## src/rtl/prg_map_pkg.sv

```systemverilog
package prg_map_pkg;

  localparam int OUTER_W = 6;
  localparam int INNER_W = 6;
  localparam int LATCH_W = 3;
  localparam int ADDR_W  = 7;
  localparam int MODE_W  = 3;

  typedef enum logic [MODE_W-1:0] {
    PM_WIN512  = 3'b000,
    PM_WIN256  = 3'b001,
    PM_WIN128  = 3'b010,
    PM_FIX16   = 3'b011,
    PM_FIX32   = 3'b100,
    PM_SWITCH  = 3'b101,
    PM_OFF_A   = 3'b110,
    PM_OFF_B   = 3'b111
  } prg_mode_e;

  typedef logic [ADDR_W-1:0] prg_addr_t;

endpackage

```

## src/rtl/prg_window_mux.sv

```systemverilog
module prg_window_mux
  import prg_map_pkg::*;
(
  input  logic               sel_a15,
  input  logic               sel_a14,
  input  logic               sel_a13,
  input  logic [MODE_W-1:0]  mode,
  input  logic [OUTER_W-1:0] outer,
  input  logic [INNER_W-1:0] inner,
  input  logic [LATCH_W-1:0] page,
  output prg_addr_t          addr_d
);

  localparam int HI = OUTER_W - 1;

  prg_mode_e mode_e;
  prg_addr_t mapped;

  assign mode_e = prg_mode_e'(mode);

  always_comb begin
    mapped = '0;
    unique case (mode_e)
      PM_WIN512: mapped = {outer[HI],      inner[INNER_W-1:0]};
      PM_WIN256: mapped = {outer[HI:HI-1], inner[INNER_W-2:0]};
      PM_WIN128: mapped = {outer[HI:HI-2], inner[INNER_W-3:0]};
      PM_FIX16:  mapped = {outer,          sel_a13};
      PM_FIX32:  mapped = {outer[HI:1],    sel_a14, sel_a13};
      PM_SWITCH: mapped = sel_a14 ? {outer[HI:HI-2], {LATCH_W{1'b1}}, sel_a13}
                                  : {outer[HI:HI-2], page,            sel_a13};
      PM_OFF_A,
      PM_OFF_B:  mapped = '0;
      default:   mapped = '0;
    endcase
  end

  assign addr_d = sel_a15 ? mapped : '0;

endmodule

```

## src/rtl/prg_addr_stage.sv

```systemverilog
module prg_addr_stage #(
  parameter int WIDTH = 7
) (
  input  logic             clk,
  input  logic             rst,
  input  logic [WIDTH-1:0] d,
  output logic [WIDTH-1:0] q
);

  for (genvar gi = 0; gi < WIDTH; gi++) begin : g_bit
    always_ff @(posedge clk) begin
      if (rst) q[gi] <= 1'b0;
      else     q[gi] <= d[gi];
    end
  end

endmodule

```

## src/rtl/prg_bank_mapper.sv

```systemverilog
module prg_bank_mapper
  import prg_map_pkg::*;
(
  input  logic               clk,
  input  logic               rst,
  input  logic               cpu_a15,
  input  logic               cpu_a14,
  input  logic               cpu_a13,
  input  logic [MODE_W-1:0]  prg_mode,
  input  logic [OUTER_W-1:0] outer_bank,
  input  logic [INNER_W-1:0] inner_bank,
  input  logic [LATCH_W-1:0] latch_bank,
  output logic [ADDR_W-1:0]  prg_addr_hi
);

  prg_addr_t addr_next;

  prg_window_mux u_mux (
    .sel_a15 (cpu_a15),
    .sel_a14 (cpu_a14),
    .sel_a13 (cpu_a13),
    .mode    (prg_mode),
    .outer   (outer_bank),
    .inner   (inner_bank),
    .page    (latch_bank),
    .addr_d  (addr_next)
  );

  prg_addr_stage #(.WIDTH(ADDR_W)) u_stage (
    .clk (clk),
    .rst (rst),
    .d   (addr_next),
    .q   (prg_addr_hi)
  );

  // outside the program window the next address is zero
  a_r3_window_closed: assert property (@(posedge clk) disable iff (rst)
    !cpu_a15 |=> prg_addr_hi == '0);

  // the two dead modes give zero
  a_r11_dead_modes: assert property (@(posedge clk) disable iff (rst)
    (cpu_a15 && prg_mode[2:1] == 2'b11) |=> prg_addr_hi == '0);

  // the upper half of the switchable mode is pinned to page 111
  a_r10_last_page: assert property (@(posedge clk) disable iff (rst)
    (cpu_a15 && prg_mode == 3'b101 && cpu_a14) |=> prg_addr_hi[3:1] == 3'b111);

  // the fixed 16 kB bank follows CPU A13 in its lowest bit
  a_r7_fix16_low: assert property (@(posedge clk) disable iff (rst)
    (cpu_a15 && prg_mode == 3'b011) |=> prg_addr_hi[0] == $past(cpu_a13));

  // the fixed 32 kB bank follows CPU A14/A13 in its lowest two bits
  a_r8_fix32_low: assert property (@(posedge clk) disable iff (rst)
    (cpu_a15 && prg_mode == 3'b100) |=>
      prg_addr_hi[1:0] == {$past(cpu_a14), $past(cpu_a13)});

  // no change between edges; output is stable when inputs held
  a_r2_hold: assert property (@(posedge clk) disable iff (rst)
    ($stable(prg_mode) && $stable(outer_bank) && $stable(inner_bank) &&
     $stable(latch_bank) && $stable({cpu_a15, cpu_a14, cpu_a13}) && !$past(rst))
      |=> $stable(prg_addr_hi));

endmodule

```

## config.mk

```make
export PLATFORM = sky130hd
export DESIGN_NAME = prg_bank_mapper
export DESIGN_NICKNAME = d
export VERILOG_FILES = /design/src/rtl/prg_map_pkg.sv /design/src/rtl/prg_window_mux.sv /design/src/rtl/prg_addr_stage.sv /design/src/rtl/prg_bank_mapper.sv
export SDC_FILE = /design/constraint.sdc
export NUM_CORES = 1
export LEC_CHECK = 0
export ABC_AREA = 1
export BUFFER_PORTS_ARGS = -buffer_cell sky130_fd_sc_hd__buf_2
export CORE_MARGIN = 5
export CORE_UTILIZATION = 30
export DETAILED_ROUTE_END_ITERATION = 8
export GPL_ROUTABILITY_DRIVEN = 1
export PLACE_DENSITY = 0.69
export SLEW_MARGIN = 20
export SYNTH_ARGS = -nofsm -noshare
export SYNTH_HDL_FRONTEND = slang
export SYNTH_SLANG_ARGS = --single-unit
export TNS_END_PERCENT = 30
```

## constraint.sdc

```tcl
create_clock -name clk -period 1.7 [get_ports clk]
set_input_delay 0.34 -clock clk [delete_from_list [all_inputs] [get_ports clk]]
set_output_delay 0.34 -clock clk [all_outputs]
set_load 0.05 [all_outputs]
```

# [Word-level counts from Yosys, hierarchy flattened]
# Cells that the tools add are included.
[totals] regBits=7 out_inout_bits=7 word_cells=20
[op_classes] n_eq_ne=7 n_mux=2 bitwise_logic=1 n_reduce_logical=3
[ops] op="$pmux 7 s7" count=1
[ops] op="$eq 3x3->1 const B" count=4
[ops] op="$eq 3x2->1 const B" count=2
[ops] op="$mux 4" count=1
[ops] op="$reduce_or 2->1" count=2
[ops] op="$eq 3x1->1 const B" count=1
[ops] op="$logic_not 3->1" count=1
[ops] op="$not 1->1" count=1

# [Depth between registers and ports, before layout]
# Gate-level depths: netlist of the first run.
[logic_depth] word_depth=3 depth_mapped=8

# [Cells and area by module]
# Synthesis of the first run repeated with hierarchy kept, for this count alone.
[unflattened] hier_cells=69 area_unflattened_um2=409.1
[by_module_without_submodules] module="prg_window_mux" instances=1 cells_each=48 area_each_um2=216.5 seq_area_each_um2=0.0
[by_module_without_submodules] module="prg_addr_stage" instances=1 cells_each=21 area_each_um2=192.7 seq_area_each_um2=140.1

# [Least setup slack after synthesis of the first run]
# Ideal clock, no wire load.
[synth_path] kind="input -> register" startpoint="in prg_mode[1]" endpoint="reg u_stage.q[2]" arrival_time_ps=871 setup_slack_ps=773 path_stages=6 path_buffers=1 path_cell_list="buf_6 -> a21oi_1 -> nand2_1 -> nand3_1 -> nand2_1 -> inv_1"
[synth_via] elab_chain_len=3 word_cells_on_any_way=10 classes_between="7 x eq/ne; 1 x mux; 2 x reduce/logical"
[synth_lines] item="start, declared" line="prg_bank_mapper.sv:9" text="input logic [MODE_W-1:0] prg_mode,"
[synth_lines] item="$eq 3x3->1" line="prg_window_mux.sv:23" text="unique case (mode_e)"
[synth_lines] item="$reduce_or 2->1" line="prg_window_mux.sv:23"
[synth_lines] item="$pmux 7 s7 (*)" line="prg_window_mux.sv:23"
[synth_lines] item="end signal, assigned by index" line="prg_addr_stage.sv:13" text="else q[gi] <= d[gi];"
[synth_lines] item="end, declared" line="prg_addr_stage.sv:7" text="output logic [WIDTH-1:0] q"
# Every way passes the cells marked *; elsewhere a longest branch is shown, timed or not.
# A chain may end at the register's enable or synchronous reset.

# [Worst setup path after layout of the first run]
[layout_path] startpoint="reg u_stage.q[4]" endpoint="out prg_addr_hi[4]"
[layout_lines] item="end, declared" line="prg_bank_mapper.sv:13" text="output logic [ADDR_W-1:0] prg_addr_hi"
# No word-level cell between the ends.

==> impl_table.tex, run 1 <==
\begin{tabular}{lr}
\hline
Metric & Value \\
\hline
\multicolumn{2}{l}{\textbf{STA}} \\
\quad Total negative setup slack & 0 ps \\
\quad RSZ-0062 raised after global routing & no \\
\quad Worst slew pin tran & 254 ps \\
\quad Hold violation total from the final report & 0 \\
\quad Tcrit/Tclk final & 0.672 \\
\quad Hold slack final & 326 ps \\
\quad Final setup violation count & 0 \\
\quad Slew Limit Fails & 0 \\
\quad Max Freq & 875 MHz \\
\quad Fin crit period & 1140 ps \\
\quad Slew Limit Headroom & 0.831 \\
\multicolumn{2}{l}{\textbf{Logic synthesis}} \\
\quad Synth Warn \# & 0 \\
\quad Mux share of post-synthesis cell area & 0 \\
\quad Top\_reg\_cell synth & sky130\_fd\_sc\_hd\_\_dfxtp\_1 \\
\quad Post-synthesis sequential element count & 7 \\
\quad Number of synthesized flops with an enable pin & 0 \\
\quad Commonest cells in the synthesized netlist & sky130\_fd\_sc\_hd\_\_nand2\_1 (22), sky130\_fd\_sc\_hd\_\_dfxtp\_1 (7), sky130\_fd\_sc\_hd\_\_inv\_1 (7), sky130\_fd\_sc\_hd\_\_nand3\_1 (5), sky130\_fd\_sc\_hd\_\_a21oi\_1 (4) \\
\quad Most frequently used cell type in the post-synthesis netlist & sky130\_fd\_sc\_hd\_\_nand2\_1 \\
\quad Top post-synthesis cells by area & sky130\_fd\_sc\_hd\_\_dfxtp\_1 (34\%), sky130\_fd\_sc\_hd\_\_nand2\_1 (20\%), sky130\_fd\_sc\_hd\_\_inv\_1 (6.5\%) \\
\quad Main combinational cell family by area after synthesis & simple AND/OR/NAND/NOR gates \\
\quad Cell variety after synth & 16 \\
\quad Simple-gate portion of the synthesized area & 0.474 \\
\quad Number of nets in the synthesized netlist & 85 \\
\quad Mean Syn Cell Area & 6.56 um\^{}2 \\
\quad Adder-cell share of the synthesized area & 0 \\
\quad Cell count after synthesis & 62 \\
\quad Area share of the largest cell type after synthesis & 0.345 \\
\quad Synth Area in Compound Gates & 0.0615 \\
\quad Fraction of the yosys area taken by sequential cells & 0.345 \\
\quad Async SR Flop Fraction & 0 \\
\quad Combined area of all synthesized cells & 407 um\^{}2 \\
\quad Library cell with the largest summed area after synthesis & sky130\_fd\_sc\_hd\_\_dfxtp\_1 \\
\quad Xor-xnor portion of the synthesized cell area & 0 \\
\multicolumn{2}{l}{\textbf{Worst setup path}} \\
\quad Crit Path Class & flop to primary output \\
\quad Category of the worst setup path launch point & flop \\
\quad Signal arrival time at the worst endpoint & 800 ps \\
\quad Worst path required time & 1360 ps \\
\quad Critical Path Slowest Stage Cell & sky130\_fd\_sc\_hd\_\_dfxtp\_1 \\
\quad Endpoint class of the critical path & primary output \\
\quad Gate family responsible for the most delay along the worst path & flip-flops \\
\quad Logic depth of the worst path, buffers included & 1 \\
\quad List of cells traversed by the critical path & buf\_2 \\
\quad WP buf/inv & 1 \\
\quad Biggest cell delay along the critical path & 310 ps \\
\quad CP max FO & 1 \\
\multicolumn{2}{l}{\textbf{CTS}} \\
\quad Clock slew at reported path FFs & 50 ps \\
\quad Longest Clk Path Bufs & 2 \\
\quad Clock root buffer & sky130\_fd\_sc\_hd\_\_clkbuf\_4 \\
\quad Cts bufs inserted & 3 \\
\quad Sinks on the clock net & 7 \\
\quad Hold-fix buffers, CTS & 0 \\
\quad Post-CTS Setup Inserts & 0 \\
\quad Number of H-tree levels & 1 \\
\quad Clock tree from TritonCTS & done \\
\quad Cells resized by post-CTS repair & 0 \\
\multicolumn{2}{l}{\textbf{Floorplan}} \\
\quad Number of rows in the core area & 13 \\
\quad Die Footprint & 2190 um\^{}2 \\
\quad Top-Level Pins & 30 \\
\quad Effective utilization at floorplan & 0.316 \\
\quad Width of the chip & 46.8 um \\
\quad Core Box Area & 1280 um\^{}2 \\
\quad Floorplan die height & 46.8 um \\
\multicolumn{2}{l}{\textbf{Global routing}} \\
\quad Total GRT Usage & 0.0989 \\
\quad Remaining global-route overflow & 0 \\
\quad First-pass GRT wire length & 1520 um \\
\quad Pin count of the biggest net entering global routing & 10 \\
\quad Antenna violations before repair & 0 \\
\quad Vias in the first global route & 404 \\
\multicolumn{2}{l}{\textbf{Placed design}} \\
\quad DP HPWL & 816 um \\
\quad Final weighted congestion of routability-driven global placement & 0.754 \\
\quad Port buffer count & 29 \\
\multicolumn{2}{l}{\textbf{Run}} \\
\quad Max-cap viol count & 0 \\
\multicolumn{2}{l}{\textbf{Cells and area}} \\
\quad Largest registers in the final layout & u\_stage.q (7) \\
\quad Number of fillers in the final layout & 139 \\
\quad Share of final-layout standard cells stronger than drive strength 1 & 0.426 \\
\quad Register ranked first by flip-flop count & u\_stage.q \\
\quad Area of the multi-input gates & 218 um\^{}2 \\
\quad Area Overhead vs Synth & 44.0\% \\
\quad Net count, final & 118 \\
\quad Area taken by flip-flops and latches & 140 um\^{}2 \\
\quad Flip-flop count of the largest register after layout & 7 \\
\quad Diodes inserted & 0 \\
\multicolumn{2}{l}{\textbf{Detailed routing}} \\
\quad Residual DRC count & 0 \\
\quad Drt first pass iters & 3 \\
\quad Antenna-violating nets left & 0 \\
\quad Number of DRC markers in iteration 0 & 8 \\
\quad Routed wire length & 1020 um \\
\quad Number of vias after detailed routing & 468 \\
\quad Routed via count divided by cell count & 4.29 \\
\quad WL per Instance & 9.31 um \\
\multicolumn{2}{l}{\textbf{Power and ir drop}} \\
\quad Cell area power density & 728 nW/um\^{}2 \\
\quad Worst ir drop on vdd & 0.192 mV \\
\quad Static leakage & 0.351 nW \\
\multicolumn{2}{l}{\textbf{Hold path}} \\
\quad Tightest Hold Check Type & input port to flop \\
\quad Hold path endpoint & u\_stage.q[6]\$\_SDFF\_PP0\_ \\
\quad Min-Delay Startpoint & outer\_bank[5] \\
\quad Cell depth of the worst hold path & 3 \\
\multicolumn{2}{l}{\textbf{Run status}} \\
\quad Result of the run & finished, final reports clean \\
\hline
\end{tabular}
-- metrics by stage --
stage	util	area, um^2	cells	setup WS (ps)	power, mW
after floorplan	-	407	62	773	0.245
after global placement	0.435	559	105	640	0.285
after detailed placement	0.435	559	105	632	0.285
after CTS	0.456	586	109	542	0.435
after global routing	0.456	586	109	521	0.456
final	0.456	586	109	558	0.427
-- placed cells by master, fill, tap and decap left out --
cell type / n
sky130_fd_sc_hd__buf_2: 29
sky130_fd_sc_hd__nand2_1: 22
sky130_fd_sc_hd__inv_1: 7
sky130_fd_sc_hd__dfxtp_1: 7
sky130_fd_sc_hd__nand3_1: 5
sky130_fd_sc_hd__a21oi_1: 4
sky130_fd_sc_hd__inv_2: 3
sky130_fd_sc_hd__clkbuf_4: 3
sky130_fd_sc_hd__nor2_1: 2
sky130_fd_sc_hd__nor2_2: 2
sky130_fd_sc_hd__nor3_1: 2
sky130_fd_sc_hd__nand4_1: 2
sky130_fd_sc_hd__nor2_8: 1
sky130_fd_sc_hd__o21ai_1: 1
sky130_fd_sc_hd__nand3_2: 1
sky130_fd_sc_hd__or2_2: 1
sky130_fd_sc_hd__or2_1: 1
sky130_fd_sc_hd__clkbuf_1: 1
-- worst max-delay path by stage --
stage | start | to | slack, ps
finish | u_stage.q[4]$_SDFF_PP0_ | prg_addr_hi[4] | 560
floorplan | u_stage.q[0]$_SDFF_PP0_ | prg_addr_hi[0] | 770
CTS | u_stage.q[4]$_SDFF_PP0_ | prg_addr_hi[4] | 540
global route | u_stage.q[4]$_SDFF_PP0_ | prg_addr_hi[4] | 520
detailed placement | prg_mode[1] | u_stage.q[3]$_SDFF_PP0_ | 630
global placement | cpu_a14 | u_stage.q[3]$_SDFF_PP0_ | 640
-- report_power, final --
part / internal (mW) / leakage, nW / total, mW / switching (mW)
logic: 0.0402 / 0.279 / 0.109 / 0.0692
clock network: 0.0892 / 0.0150 / 0.144 / 0.0550
registers: 0.172 / 0.0572 / 0.173 / 0.00138
-- cell families (layout without fill, tap and decap cells) --
kind of cell / count (synthesis) / after routing
DFF: 7 / 7
AOI/OAI and AO/OA: 5 / 5
buffers and inverters: 11 / 43
and+or+nand+nor: 39 / 39
-- per-layer routing --
| layer | global-route usage | wire length, um | vias to the layer above |
|---|---|---|---|
| met5 | 0 | 0 | - |
| met4 | 0.0663 | 0 | 0 |
| met3 | 0.0230 | 110 | 0 |
| met2 | 0.163 | 465 | 18 |
| met1 | 0.113 | 439 | 192 |
| li1 | - | - | 258 |
-- area by class of cell --
class / count / share of cell area
Clock buffer: 4 / 0.0449
Sequential cell: 7 / 0.239
Inverter: 10 / 0.0641
Timing Repair Buffer: 29 / 0.248
Tap cell: 15 / 0.0321
Multi-Input combinational cell: 44 / 0.372
Note: power is estimated with default switching activity, not from simulation.
==> run 2: changes to the inputs <==
--- a/config.mk
+++ b/config.mk
@@ -11,7 +11,7 @@
 export CORE_UTILIZATION = 30
 export DETAILED_ROUTE_END_ITERATION = 8
 export GPL_ROUTABILITY_DRIVEN = 1
-export PLACE_DENSITY = 0.69
+export PLACE_DENSITY = 0.71
 export SLEW_MARGIN = 20
 export SYNTH_ARGS = -nofsm -noshare
 export SYNTH_HDL_FRONTEND = slang
==> constraint.sdc (replaced) <==
create_clock -name clk -period 1 [get_ports clk]
set_input_delay 0.2 -clock clk [delete_from_list [all_inputs] [get_ports clk]]
set_output_delay 0.2 -clock clk [all_outputs]
set_load 0.05 [all_outputs]
==> run 2 against run 1 <==
  * Critical path depth unchanged
  * Clock power up 69%
  * Non-clock buffer count unchanged
  * Sequential share of layout area down 0.70 points
  * Global-route usage down 0.31 points
  * Final cell count unchanged
  * First-iteration DRC count down 63%
  * Critical path type unchanged
  * Critical endpoint is now prg_addr_hi[5]
==> impl_table.tex, run 2 (synthesis results as in run 1) <==
\begin{tabular}{lr}
\hline
Metric & Value \\
\hline
\multicolumn{2}{l}{\textbf{STA}} \\
\quad Final setup violation count & 0 (unchanged) \\
\quad Hold violation total from the final report & 0 (unchanged) \\
\quad Worst slew pin tran & 245 ps (-8.86 ps) \\
\quad RSZ-0062 raised after global routing & no \\
\quad Slew Limit Headroom & 0.837 (+0.00590) \\
\quad Slack of the critical path & 39.6 ps (-518 ps) \\
\quad Slew Limit Fails & 0 (unchanged) \\
\quad Fin crit period & 960 ps \\
\quad Tcrit/Tclk final & 0.960 \\
\quad Total negative setup slack & 0 ps (unchanged) \\
\quad Max Freq & 1040 MHz \\
\multicolumn{2}{l}{\textbf{Run}} \\
\quad Max-cap viol count & 0 (unchanged) \\
\multicolumn{2}{l}{\textbf{Hold path}} \\
\quad Tightest Hold Check Type & input port to flop \\
\multicolumn{2}{l}{\textbf{Global routing}} \\
\quad First-pass GRT wire length & 1550 um (+2.2\%) \\
\quad Antenna violations before repair & 0 (unchanged) \\
\quad Remaining global-route overflow & 0 (unchanged) \\
\quad Vias in the first global route & 415 (+2.7\%) \\
\quad Pin count of the biggest net entering global routing & 10 (unchanged) \\
\quad Total GRT Usage & 0.0958 (-0.00312) \\
\multicolumn{2}{l}{\textbf{Worst setup path}} \\
\quad Critical Path Slowest Stage Cell & sky130\_fd\_sc\_hd\_\_dfxtp\_1 \\
\quad List of cells traversed by the critical path & clkbuf\_4 \\
\quad Worst path required time & 800 ps (-560 ps) \\
\quad Category of the worst setup path launch point & flop \\
\quad CP max FO & 1 (unchanged) \\
\quad Gate family responsible for the most delay along the worst path & flip-flops \\
\quad Signal arrival time at the worst endpoint & 760 ps (-40 ps) \\
\quad Endpoint class of the critical path & primary output \\
\quad Biggest cell delay along the critical path & 300 ps (about the same) \\
\quad WP buf/inv & 1 (unchanged) \\
\quad Crit Path Class & flop to primary output \\
\multicolumn{2}{l}{\textbf{Cells and area}} \\
\quad Area Overhead vs Synth & 48.3\% \\
\quad Net count, final & 118 (unchanged) \\
\quad Diodes inserted & 0 (unchanged) \\
\quad Largest registers in the final layout & u\_stage.q (7) \\
\quad Final standard cell count with taps included and fillers excluded & 109 (unchanged) \\
\quad Flip-flop count of the largest register after layout & 7 (unchanged) \\
\quad Register ranked first by flip-flop count & u\_stage.q \\
\quad Share of final-layout standard cells stronger than drive strength 1 & 0.426 (unchanged) \\
\quad Top library cells by usage in the layout, fill and taps aside & sky130\_fd\_sc\_hd\_\_nand2\_1 (22), sky130\_fd\_sc\_hd\_\_buf\_2 (22), sky130\_fd\_sc\_hd\_\_clkbuf\_4 (8), sky130\_fd\_sc\_hd\_\_inv\_1 (7), sky130\_fd\_sc\_hd\_\_dfxtp\_1 (7) \\
\quad Number of fillers in the final layout & 144 (+3.6\%) \\
\multicolumn{2}{l}{\textbf{Placed design}} \\
\quad Post-placement worst setup slack & 61.0 ps (-571 ps) \\
\quad DP HPWL & 854 um (+4.6\%) \\
\quad Cell count after placement & 105 (unchanged) \\
\quad Final weighted congestion of routability-driven global placement & 0.735 (-2.6\%) \\
\quad Port buffer count & 29 (unchanged) \\
\multicolumn{2}{l}{\textbf{CTS}} \\
\quad Hold-fix buffers, CTS & 0 (unchanged) \\
\quad Cts bufs inserted & 3 (unchanged) \\
\quad Post-CTS Setup Inserts & 0 (unchanged) \\
\quad Cells resized by post-CTS repair & 2 (+2) \\
\quad Longest Clk Path Bufs & 2 (unchanged) \\
\quad Number of H-tree levels & 1 (unchanged) \\
\quad Sinks on the clock net & 7 (unchanged) \\
\quad Clock root buffer & sky130\_fd\_sc\_hd\_\_clkbuf\_4 \\
\quad Clock tree from TritonCTS & done \\
\quad Clock slew at reported path FFs & 50 ps (about the same) \\
\multicolumn{2}{l}{\textbf{Detailed routing}} \\
\quad Number of DRC markers in iteration 0 & 3 (-5) \\
\quad Antenna-violating nets left & 0 (unchanged) \\
\quad Residual DRC count & 0 (unchanged) \\
\quad Drt first pass iters & 4 (+1) \\
\quad Routed wire length & 996 um (-1.9\%) \\
\quad Routed via count divided by cell count & 4.30 (+0.21\%) \\
\quad WL per Instance & 9.14 um (-1.9\%) \\
\quad Number of vias after detailed routing & 469 (+0.21\%) \\
\multicolumn{2}{l}{\textbf{Floorplan}} \\
\quad Core Box Area & 1280 um\^{}2 (unchanged) \\
\quad Die Footprint & 2190 um\^{}2 (unchanged) \\
\quad Floorplan die height & 46.8 um (unchanged) \\
\quad Top-Level Pins & 30 (unchanged) \\
\quad Width of the chip & 46.8 um (unchanged) \\
\quad Effective utilization at floorplan & 0.316 (unchanged) \\
\quad Number of rows in the core area & 13 (unchanged) \\
\multicolumn{2}{l}{\textbf{Power and ir drop}} \\
\quad Worst ir drop on vdd & 0.338 mV (+76\%) \\
\quad PnR Total Power & 729 uW (+71\%) \\
\quad Cell area power density & 1210 nW/um\^{}2 (+66\%) \\
\quad Static leakage & 0.349 nW (-0.64\%) \\
\multicolumn{2}{l}{\textbf{Run status}} \\
\quad Result of the run & finished, final reports clean \\
\hline
\end{tabular}
## run 2: where the power goes
part	switching, mW	internal (mW)	total, mW
clock	0.0914	0.151	0.243
sequential	0.00252	0.292	0.294
combinational	0.117	0.0742	0.192
total	0.211	0.518	0.729
## run 2: path summary, 6_finish.rpt
kind / endpoint / from / cells after the start
worst max-delay path: prg_addr_hi[5] / u_stage.q[5]$_SDFF_PP0_ / 1
worst min-delay path: u_stage.q[6]$_SDFF_PP0_ / outer_bank[5] / 3
## run 2: area by class of cell
class / instances / area (um^2) / share of cell area
tap: 15 / 18.8 / 0.0311
inverter: 10 / 37.5 / 0.0622
multi-input combinational: 44 / 218 / 0.361
clock buffer: 4 / 26.3 / 0.0436
timing repair buffer: 29 / 163 / 0.270
sequential: 7 / 140 / 0.232
## run 2: routing by layer
metal	track usage	wire length [um]
met2	0.176	483
met4	0.0497	18
met1	0.104	410
met5	0	0
met3	0.0153	84
## run 2: metrics by stage
stage                     instance area, um^2   util  hold slack, ps
after floorplan                           407      -             326
final                                     603  0.469             188
after global placement                    559  0.435             440
after detailed placement                  559  0.435             438
after CTS                                 591  0.460             181
after global routing                      603  0.469             192
